**config.mk**
```make
export PLATFORM = sky130hd
export DESIGN_NAME = meta_prio_queue
export DESIGN_NICKNAME = d
export VERILOG_FILES = /design/src/rtl/meta_prio_queue.sv
export SDC_FILE = /design/constraint.sdc
export NUM_CORES = 1
export LEC_CHECK = 0
export ABC_AREA = 1
export BUFFER_PORTS_ARGS = -buffer_cell sky130_fd_sc_hd__clkbuf_2
export CAP_MARGIN = 20
export CORE_MARGIN = 2
export CORE_UTILIZATION = 59
export CTS_BUF_LIST = sky130_fd_sc_hd__clkbuf_16
export DETAILED_ROUTE_END_ITERATION = 6
export GPL_ROUTABILITY_DRIVEN = 0
export PLACE_DENSITY_LB_ADDON = 0.05
export SLEW_MARGIN = 20
export SYNTH_ARGS = -nofsm -noshare
export SYNTH_HDL_FRONTEND = slang
export SYNTH_SLANG_ARGS = --single-unit
```
**constraint.sdc**
```tcl
create_clock -name clk -period 3.4 [get_ports clk]
set_clock_uncertainty 0.15 [all_clocks]
set_input_delay 0.51 -clock clk [delete_from_list [all_inputs] [get_ports clk]]
set_output_delay 0.51 -clock clk [all_outputs]
set_load 0.05 [all_outputs]
```
**src/rtl/meta_prio_queue.sv**
```systemverilog
module meta_prio_queue #(
  parameter int NCORES = 4,
  parameter int PRIO_W = 3,
  parameter int WORD_W = 16,
  localparam int ID_W = (NCORES > 1) ? $clog2(NCORES) : 1
) (
  input  logic                     clk,
  input  logic                     rst_n,
  input  logic [NCORES-1:0]        sub_valid,
  input  logic [NCORES*PRIO_W-1:0] sub_prio,
  input  logic [NCORES*WORD_W-1:0] sub_word,
  input  logic                     out_take,
  input  logic                     done_valid,
  input  logic [ID_W-1:0]          done_core,
  output logic                     out_valid,
  output logic [ID_W-1:0]          out_core,
  output logic [PRIO_W-1:0]        out_prio,
  output logic [WORD_W-1:0]        out_word,
  output logic [NCORES-1:0]        meta,
  output logic [NCORES-1:0]        err
);

  logic [NCORES-1:0] act, pend, win, accept, take_vec, done_vec;
  logic [PRIO_W-1:0] prio_q [NCORES];
  logic [WORD_W-1:0] word_q [NCORES];
  logic [NCORES-1:0] older  [NCORES];
  logic [ID_W-1:0]   win_idx;

  assign accept   = sub_valid & ~act;
  assign take_vec = (out_valid && out_take) ? win : '0;
  assign meta     = act;
  assign out_valid = |pend;
  assign out_core  = win_idx;
  assign out_prio  = prio_q[win_idx];
  assign out_word  = word_q[win_idx];

  always_comb begin
    done_vec = '0;
    for (int i = 0; i < NCORES; i++)
      if (done_valid && done_core == ID_W'(i)) done_vec[i] = 1'b1;
  end

  always_comb begin
    for (int i = 0; i < NCORES; i++) begin
      win[i] = pend[i];
      for (int j = 0; j < NCORES; j++)
        if (j != i && pend[j] &&
            !(prio_q[i] > prio_q[j] || (prio_q[i] == prio_q[j] && older[i][j])))
          win[i] = 1'b0;
    end
  end

  always_comb begin
    win_idx = '0;
    for (int i = 0; i < NCORES; i++)
      if (win[i]) win_idx = ID_W'(i);
  end

  always_ff @(posedge clk or negedge rst_n) begin
    if (!rst_n) begin
      act  <= '0;
      pend <= '0;
      err  <= '0;
      for (int i = 0; i < NCORES; i++) begin
        prio_q[i] <= '0;
        word_q[i] <= '0;
        older[i]  <= '0;
      end
    end else begin
      act  <= (act & ~done_vec) | accept;
      pend <= (pend & ~take_vec & ~done_vec) | accept;
      err  <= err | (sub_valid & act);
      for (int i = 0; i < NCORES; i++) begin
        if (accept[i]) begin
          prio_q[i] <= sub_prio[i*PRIO_W +: PRIO_W];
          word_q[i] <= sub_word[i*WORD_W +: WORD_W];
        end
        for (int j = 0; j < NCORES; j++) begin
          if (i == j)                       older[i][j] <= 1'b0;
          else if (accept[i] && accept[j])  older[i][j] <= (i < j);
          else if (accept[i])               older[i][j] <= 1'b0;
          else if (accept[j])               older[i][j] <= 1'b1;
        end
      end
    end
  end

endmodule

```
# Word-level counts from Yosys, hierarchy flattened
# Cells that the tools add are included.
# word_totals
latchBits,0
mem_count,0
reg_bits,100
ramBits,0
elab_cells,184
mem_bits_ro,0
# op_classes
bitwise_logic,12
reduce_logical,67
addsub,0
n_div,0
magnitude_cmp,13
mul,0
eq_ne,15
shift,0
muxes,54
# ops
op,count
1-bit two-way mux,45
3-bit == test,12
3-bit greater-than comparator,12
1-bit logical AND,35
16-bit binary-select mux with 2-bit select,1
16-bit two-way mux,2
4-bit bitwise AND,5
3-bit nonzero test,6
1-bit logical NOT,12
1-bit logical OR,12
4-bit NOT,3
4-bit bitwise OR,3
3-bit binary-select mux with 2-bit select,1
3-bit two-way mux,2
2-bit == test (second input constant),2
2-bit two-way mux,2
4-bit two-way mux,1
4-bit OR reduction,1
3-bit >= comparator (second input constant),1
2-bit NOT with 3-bit output,1
2-bit by 1-bit == test with 1-bit output (second input constant),1
2-bit logical NOT,1

# Logic depth before layout (Yosys ltp)
# Gate-level depths: netlist (run 1).
# depth
word_depth,15
depth_mapped,16

# Worst setup path after synthesis (run 1)
# OpenSTA, ideal clock, no wires.
# synth_path
path_kind,register to output
start,reg prio_q[2] (netlist bit)
end,out out_word[10]
arrival_ns,2.051
path_slack_ns,0.689
path_stages_with_launch,15
required_ns,2.740
path_cell_list,dfrtp_1 -> ha_1 -> nand3_1 -> nor2_1 -> nor2_1 -> nand2_1 -> nand2_1 -> inv_2 -> nand2_1 -> nand2_2 -> nand2_1 -> buf_2 -> nand2_1 -> nand2_1 -> nand2_1
# synth_via
elab_chain_len,13
# synth_rtl
element,line,rtl
"start, declared",24,logic [PRIO_W-1:0] prio_q [NCORES];
"start signal, assigned by index",75,prio_q[i] <= sub_prio[i*PRIO_W +: PRIO_W];
"parallel branches: the longest is 8 deep, another holds 3-bit greater-than comparator",--,
2-bit two-way mux *,56,if (win[i]) win_idx = ID_W'(i);
named net out_core[0],16,"output logic [ID_W-1:0] out_core,"
2-bit NOT with 3-bit output (not written as such) *,35,assign out_word = word_q[win_idx];
16-bit binary-select mux with 2-bit select *,35,
16-bit two-way mux (not written as such) * (2 in a row),35,
"end, declared",18,"output logic [WORD_W-1:0] out_word,"
# Mark *: on every way through the listed nets, which the timed path passes. The select of a mux whose other input is x is not followed.

# Worst setup path after layout (run 1)
# layout_path
start,reg prio_q[2] (netlist bit)
end,out out_word[1]
# layout_via
elab_chain_len,13
# layout_rtl
element,line
"parallel branches: the longest is 8 deep, another holds 3-bit greater-than comparator",--
2-bit two-way mux *,56
2-bit NOT with 3-bit output (not written as such) *,35
16-bit binary-select mux with 2-bit select *,35
16-bit two-way mux (not written as such) * (2 in a row),35
# Every way passes the cells marked *. The select of a mux whose other input is x is not followed.

==> summary.txt, run 1 <==
Run status
  – Outcome: complete, no violations

Setup path
  – Worst path slowest cell: dfrtp_2
  – Worst reg-to-reg path cell count: 11
  – Arr. time, crit path: ~2700 ps
  – WP buf/inv: 3
  – Crit path capture type: output port
  – Critical R2R Launch: prio_q[2]$_DFFE_PN0P_
  – Worst path cell trace: ha_1 > nand3b_1 > nand2_1 > nand2_1 > a21oi_2 > nand2_2 > nand2_4 > buf_12 > nand2_1 > inv_1 > nand2_1 > nand2_1 > buf_12
  – Worst Path Class, Setup: flop to output port
  – Largest stage delay on the critical path: roughly 500 ps
  – Crit path max-delay family: simple AND/OR/NAND/NOR gates
  – Worst Path Required: between 2000 and 3000 ps
  – Worst-path fanout max: 15
  – R2R setup slack: 1150 ps
  – Most used cell, CP: nand2_1
  – Crit start category: flop
  – RR Endpoint: pend[1]$_DFF_PN0_

Clock tree
  – CTS root buffer: clkbuf_16
  – CTS H-tree lvls: 3
  – TritonCTS clock tree: built
  – Clock Sinks: 100
  – Clock latency at the later pin of the worst-skew pair: approximately 350 ps
  – CTS Hold Bufs: 0
  – Clk pin slew, worst setup/hold paths: ~80 ps
  – Clock tree buffer depth: 2
  – Num CTS Buffers: 9

Timing
  – RSZ-0062 raised after global routing: yes
  – Slew margin rel.: between 40% and 50%
  – Hold_ws: 58.0 ps
  – Min Tclk post-route: 3340 ps
  – Final setup violation count: 0
  – Crit share post-route: between 90% and 100%
  – Final Max Slew Viols: 0
  – Fmax achieved: between 200 and 300 MHz
  – Worst Tran Pin Value: slightly above 800 ps
  – Final Hold Viols: 0

Synth
  – Top cell type's share of synthesized area: around 47%
  – Post-synthesis async set-or-reset flop share: between 90% and 100%
  – Register bit count reported by yosys: 100
  – Cell taking the most area after synthesis: dfrtp_1
  – Main synth FF type: dfrtp_1
  – Commonest cells in the netlist: nand2_1 (271), dfrtp_1 (100), inv_1 (94)
  – Largest family of logic cells by synthesized area: simple AND/OR/NAND/NOR gates
  – Post-Synth XOR/XNOR Area: 0%
  – Syn Area/Cell: ~7.4 um2
  – Synth Area in Compound Gates: under 10%
  – Synth top area cells: dfrtp_1 (47%), nand2_1 (19%), inv_1 (6.6%), o21ai_0 (5.5%), nor2_1 (4.3%)
  – Number of synthesized flops with an enable pin: 0
  – Simple-gate share of the synthesized area: a little under a third
  – Register area share after synthesis: a little under half
  – Syn. warnings: 0
  – Cell variety after synth: 24
  – Syn Nets: roughly 800
  – Post-Synth Adder-Cell Area: 4.21%
  – Post-synthesis mux area share: 0%
  – Synth Instances: a little over 700
  – Cell area after synthesis: 5340 um2
  – Count leader, synth: nand2_1

Floorplanning
  – Core area: between 8000 and 9000 um2
  – Initial core utilization: about three fifths
  – Die W: approximately 100 um
  – I/O Pins: 116
  – Cell row count: 34
  – Die Area: 9830 um2
  – Die Y: around 99 um

Min path
  – Hold Crit Class: input port to async pin

Detailed routing
  – Drt pass-1 iters: 5
  – Initial DRC Count: roughly 460
  – Drt drc: 0
  – Vias/cell: approximately 5.2
  – Final ANT Viol Nets: 0
  – Via count: roughly 4,900
  – Total wire length: about 14,000 um
  – Per-cell routed wire length: around 15 um

Layout
  – ANT cells: 0
  – Final Net Count: just over 900
  – Layout cells sized above 1: 20.9%
  – Layout area overhead: 23.1%

Placed design
  – Number of port buffers: around 120
  – Post-detail-place hpwl: between 9000 and 10,000 um

Run
  – Max-Cap Viols: 0

GRT
  – First-pass GRT wire length: between 20,000 and 25,000 um
  – Initial antenna violation count: 0
  – Maximum number of pins on one net before global-route repair: 90
  – Congestion Overflow GR: 0
  – Gr usage total: between 20 and 30%
  – Vias in the first global route: roughly 4,700
==> how the worst max path moves through the flow <==
stage                     depth (start not counted)                   from  slack, ps      endpoint
final                                            13  prio_q[2]$_DFFE_PN0P_         60   out_word[1]
after CTS                                        15  prio_q[2]$_DFFE_PN0P_         50   out_word[8]
after global routing                             13  prio_q[2]$_DFFE_PN0P_        -80  out_word[15]
after global placement                           13  prio_q[2]$_DFFE_PN0P_        480  out_word[10]
after detailed placement                         13  prio_q[2]$_DFFE_PN0P_        360  out_word[12]
after floorplan                                  14  prio_q[2]$_DFFE_PN0P_        690  out_word[10]
==> per-layer routing <==
| metal | global-route usage [%] | vias to the layer above | routed length (um) |
|---|---|---|---|
| li1 | - | 2414 | - |
| met2 | 44.0 | 211 | 6490 |
| met3 | 6.18 | 28 | 1100 |
| met5 | 0 | - | 0 |
| met4 | 9.48 | 0 | 299 |
| met1 | 43.0 | 2274 | 6190 |
==> repair_timing <==
action                                  CTS  global route
pin swaps                                 0             2
endpoints found under the setup margin    9            19
buffers inserted                          0             3
resized for setup                         8            27
gates cloned                              0             1
==> cell usage in the layout, fill, tap and decap left out <==
master,count
nand2_1,268
dfrtp_1,99
clkbuf_2,95
inv_1,92
nor2_1,59
o21ai_0,59
nand3b_1,21
nand3_1,20
ha_1,17
buf_4,16
buf_12,13
a21oi_1,12
nand3_2,11
clkbuf_16,10
nand2_2,5
buf_6,5
o21bai_1,4
inv_2,4
nor3_1,4
nor2_2,3
inv_8,3
inv_6,3
a21oi_2,2
nand4_1,1
and2_1,1
o22ai_1,1
nand2_4,1
ha_4,1
clkinv_1,1
buf_8,1
dfrtp_2,1
==> registers in the layout, indices dropped and copies added (netlist names) <==
signal / count
word_q: 64
meta: 4
prio_q: 12
err: 4
older: 12
pend: 4
==> cells by family (layout without fill, tap and decap cells) <==
logic type	count (synthesis)	after routing
and+or+nand+nor	394	394
adders and majority gates	18	18
buffers and inverters	128	243
AOI/OAI and AO/OA	78	78
DFF	100	100
==> worst reg2reg max path: stages (launching register included) <==
cell	delay (ps)
dfrtp_2	490
ha_1	360
nand3_1	150
nor2_1	120
nor2_1	50
nand2_1	70
nand2_1	60
nor2_2	170
buf_4	290
nand2_1	80
nand2_1	60
o21ai_0	80
==> through the flow <==
stage / cells / setup WS, ps / utilization [%] / TNS, ps / area (um2)
after floorplan: 718 / 689 / - / 0 / 5340
final: 941 / 56.6 / 75.0 / 0 / 6580
after detailed placement: 921 / 360 / 70.2 / 0 / 6150
after CTS: 937 / 52.0 / 73.7 / 0 / 6460
after global routing: 941 / -78.6 / 75.0 / -280 / 6580
after global placement: 921 / 475 / 70.2 / 0 / 6150
==> final cells by class <==
cell class	instances	area, um2
Sequential cell	100	2500
Multi-Input combinational cell	490	2340
Fill cell	695	2190
Timing Repair Buffer	131	952
Inverter	96	360
Clock buffer	9	225
Tap cell	108	135
Clock inverter	7	63.8
Power of run 1 is not shown: default switching activity piles up to over one toggle a cycle in this logic, so the estimate is an artifact.
==> run 2, diff against run 1 <==
Settings changed: ABC_AREA 1 to 0, CORE_UTILIZATION 59 to 58.
==> run 2 against run 1 <==
Compared with the run above:
- the run now ends with negative setup slack left
- fmax fell by 5.4%
- global-route usage rose by 3.8 points
- final area rose by 4.9%
- die area fell by 8.7%
- critical endpoint is now out_word[15]
- largest cell class is now multi-input combinational cells
- wire length rose by 14%
==> summary.txt, run 2 <==
Setup path
  – WP buf/inv: 5 (was 3)
  – Crit start category: flop (unchanged)
  – Crit path capture type: output port (unchanged)
  – Worst Path Class, Setup: flop to output port (unchanged)
  – Largest stage delay on the critical path: 400 ps (was 490 ps)
  – Worst-path fanout max: 8 (was 15)
  – Worst path cell trace: inv_1 > ha_1 > and3_4 > or3b_4 > o211ai_4 > buf_4 > o21ai_4 > buf_12 > buf_8 > nor2_1 > o31ai_4 > buf_8 (was ha_1 > nand3b_1 > nand2_1 > nand2_1 > a21oi_2 > nand2_2 > nand2_4 > buf_12 > nand2_1 > inv_1 > nand2_1 > nand2_1 > buf_12)
  – Most used cell, CP: buf_8 (was nand2_1)
  – Worst Path Required: 2740 ps (about the same)
  – Worst path slowest cell: dfrtp_1 (was dfrtp_2)
  – Crit path max-delay family: simple AND/OR/NAND/NOR gates (unchanged)
  – Arr. time, crit path: 2870 ps (was 2680 ps)

Layout
  – Final instance area: 6900 um2 (was 6580 um2)
  – Filler cell count: 417 (was 695)
  – Final Net Count: 742 (was 932)
  – Layout area overhead: 44.4% (was 23.1%)
  – Top flop regs: word_q x64, older x12, prio_q x12 (unchanged)
  – Most frequent cells in the layout: nand2_1 (150), dfrtp_1 (93), clkbuf_2 (93) (was nand2_1 (268), dfrtp_1 (99), clkbuf_2 (95))
  – Commonest non-fill, non-tap cell in the layout: nand2_1 (unchanged)
  – Register with the most flip-flops: word_q (unchanged)
  – Reg area: 2510 um2 (was 2500 um2)
  – Layout cells sized above 1: 46.2% (was 20.9%)
  – Area of the multi-input gates: 2670 um2 (was 2340 um2)
  – ANT cells: 0 (unchanged)
  – Max reg flops: 64 (unchanged)

GRT
  – Congestion Overflow GR: 0 (unchanged)
  – Vias in the first global route: 4,417 (was 4,749)
  – Maximum number of pins on one net before global-route repair: 55 (was 90)
  – Initial antenna violation count: 0 (unchanged)
  – Gr usage total: 33.1% (was 29.3%)
  – First-pass GRT wire length: 22,200 um (was 22,800 um)

Detailed routing
  – Final ANT Viol Nets: 0 (unchanged)
  – Initial DRC Count: 333 (was 458)
  – Vias/cell: 6.10 (was 5.24)
  – Via count: 4,562 (was 4,927)
  – Drt pass-1 iters: 5 (unchanged)
  – Total wire length: 16,000 um (was 14,100 um)
  – Per-cell routed wire length: 21.4 um (was 15.0 um)
  – Drt drc: 0 (unchanged)

Synth
  – Synth Instances: 490 (was 718)
  – Register bit count reported by yosys: 100 (unchanged)
  – Syn Area/Cell: 9.75 um2 (was 7.44 um2)
  – Cell area after synthesis: 4780 um2 (was 5340 um2)
  – Register area share after synthesis: 52.4% (was 46.8%)
  – Number of synthesized flops with an enable pin: 0 (unchanged)
  – Cell variety after synth: 42 (was 24)
  – Main synth FF type: dfrtp_1 (unchanged)
  – Synth top area cells: dfrtp_1 (52%), nand2_1 (12%), mux2_2 (8.0%), ha_1 (4.7%), o31ai_1 (3.0%) (was dfrtp_1 (47%), nand2_1 (19%), inv_1 (6.6%), o21ai_0 (5.5%), nor2_1 (4.3%))
  – Cell taking the most area after synthesis: dfrtp_1 (unchanged)
  – Post-synthesis async set-or-reset flop share: 100% (unchanged)
  – Top cell type's share of synthesized area: 52.4% (was 46.8%)
  – Count leader, synth: nand2_1 (unchanged)
  – Syn Nets: 594 (was 822)
  – Syn. warnings: 0 (unchanged)
  – Commonest cells in the netlist: nand2_1 (150), dfrtp_1 (100), mux2_2 (34) (was nand2_1 (271), dfrtp_1 (100), inv_1 (94))

Run status
  – Failing checks: negative setup slack
  – Outcome: finished, violations left (was complete, no violations)

Clock tree
  – CTS H-tree lvls: 3 (unchanged)
  – Clk pin slew, worst setup/hold paths: 70 ps (was 80 ps)
  – CTS root buffer: clkbuf_16 (unchanged)
  – Clock Sinks: 100 (unchanged)
  – TritonCTS clock tree: built (unchanged)
  – Num CTS Buffers: 9 (unchanged)
  – Clock latency at the later pin of the worst-skew pair: 350 ps (about the same)
  – Clock tree buffer depth: 2 (unchanged)

Floorplanning
  – Die W: 94.8 um (was 99.2 um)
  – Die Y: 94.8 um (was 99.2 um)
  – Initial core utilization: 59.0% (was 61.0%)
  – Die Area: 8980 um2 (was 9830 um2)
  – Cell row count: 33 (was 34)
  – Core area: 8090 um2 (was 8760 um2)
  – I/O Pins: 116 (unchanged)

Timing
  – Worst Tran Pin Value: 1100 ps (was 812 ps)
  – Fmax achieved: 283 MHz (was 299 MHz)
  – Final Hold Viols: 0 (unchanged)
  – Final Max Slew Viols: 0 (unchanged)
  – RSZ-0062 raised after global routing: yes (unchanged)
  – Min Tclk post-route: 3530 ps (was 3340 ps)
  – PnR worst setup slack: -133 ps (was 56.6 ps)
  – Crit share post-route: 104% (was 98.3%)
  – Slew margin rel.: 26.5% (was 45.8%)
  – Final setup violation count: 19 (was 0)

Run
  – Max-Cap Viols: 0 (unchanged)

Placed design
  – Post-detail-place hpwl: 8850 um (was 9750 um)
  – Number of port buffers: 115 (unchanged)
  – Placed instance area: 5660 um2 (was 6150 um2)

Min path
  – Hold Crit Class: input port to async pin (unchanged)
==> run 2: what timing repair did <==
action	4_1_cts	5_1_grt
buffers inserted	14	15
cloned	1	2
endpoints found under the setup margin	20	21
resized for setup	68	80
hold endpoints to repair	0	0
hold buffers	0	0
pin swaps	11	26
==> run 2: logic make-up after synthesis <==
kind of cell | count (synthesis) | synth area share, %
AO/OA/AOI/OAI | 85 | 12.7
buffers and inverters | 39 | 3.40
multiplexers | 35 | 8.22
AND/OR/NAND/NOR | 213 | 18.6
flip-flops | 100 | 52.4
adder cells (fa/ha/maj) | 18 | 4.71
==> run 2: worst paths after layout <==
| kind | startpoint | end | slack (ps) | cells past startpoint |
|---|---|---|---|---|
| min reg2reg | err[2]$_DFF_PN0_ | err[2]$_DFF_PN0_ | 300 | 1 |
| max | prio_q[3]$_DFFE_PN0P_ | out_word[15] | -130 | 12 |
| max reg2reg | prio_q[1]$_DFFE_PN0P_ | pend[3]$_DFF_PN0_ | 870 | 10 |
| min | rst_n | prio_q[4]$_DFFE_PN0P_ | 50 | 1 |
| max in group asynchronous | rst_n | prio_q[1]$_DFFE_PN0P_ | 2190 | 2 |
| min in group clk | sub_word[16] | word_q[32]$_DFFE_PN0P_ | 200 | 3 |
==> run 2: metrics by stage <==
step	hold slack, ps	TNS [ps]	util [%]	std cells	setup WS (ps)
4_1_cts	87.6	-39.3	79.3	732	-12.5
2_1_floorplan	64.4	0	-	490	98.4
3_5_place_dp	294	0	69.9	701	33.3
5_1_grt	114	-3550	85.3	748	-222
3_3_place_gp	287	0	69.9	701	79.4
6_report	46.6	-1860	85.3	748	-133
==> run 2: layout make-up <==
cell class / instances / share of cell area [%]
multi-input cells: 351 / 38.7
flip-flops and latches: 100 / 36.4
repair buffers: 161 / 18.1
clock buffers: 9 / 3.26
well taps: 105 / 1.90
inverters: 15 / 0.852
clock inverters: 7 / 0.743
==> run 2: metal layers <==
layer  part of all wire [%]  up-vias  GRT usage (%)  wire length (um)
met3                    9.3       76           5.91              1490
met5                      0        -              0                 0
met2                     49      273           56.0              7780
li1                       -     1984              -                 -
met4                    4.9        0           11.8               791
met1                     37     2229           42.9              5930
==> run 2: worst reg2reg max path, delay by kind of cell, from the launching register on <==
kind | cells | cell delay [ps]
buffers and inverters | 3 | 550
multiplexers | 1 | 150
flip-flops | 1 | 460
adder cells (fa/ha/maj) | 1 | 320
AND/OR/NAND/NOR | 2 | 150
AO/OA/AOI/OAI | 3 | 640
Power of run 2 is left out for the same reason.
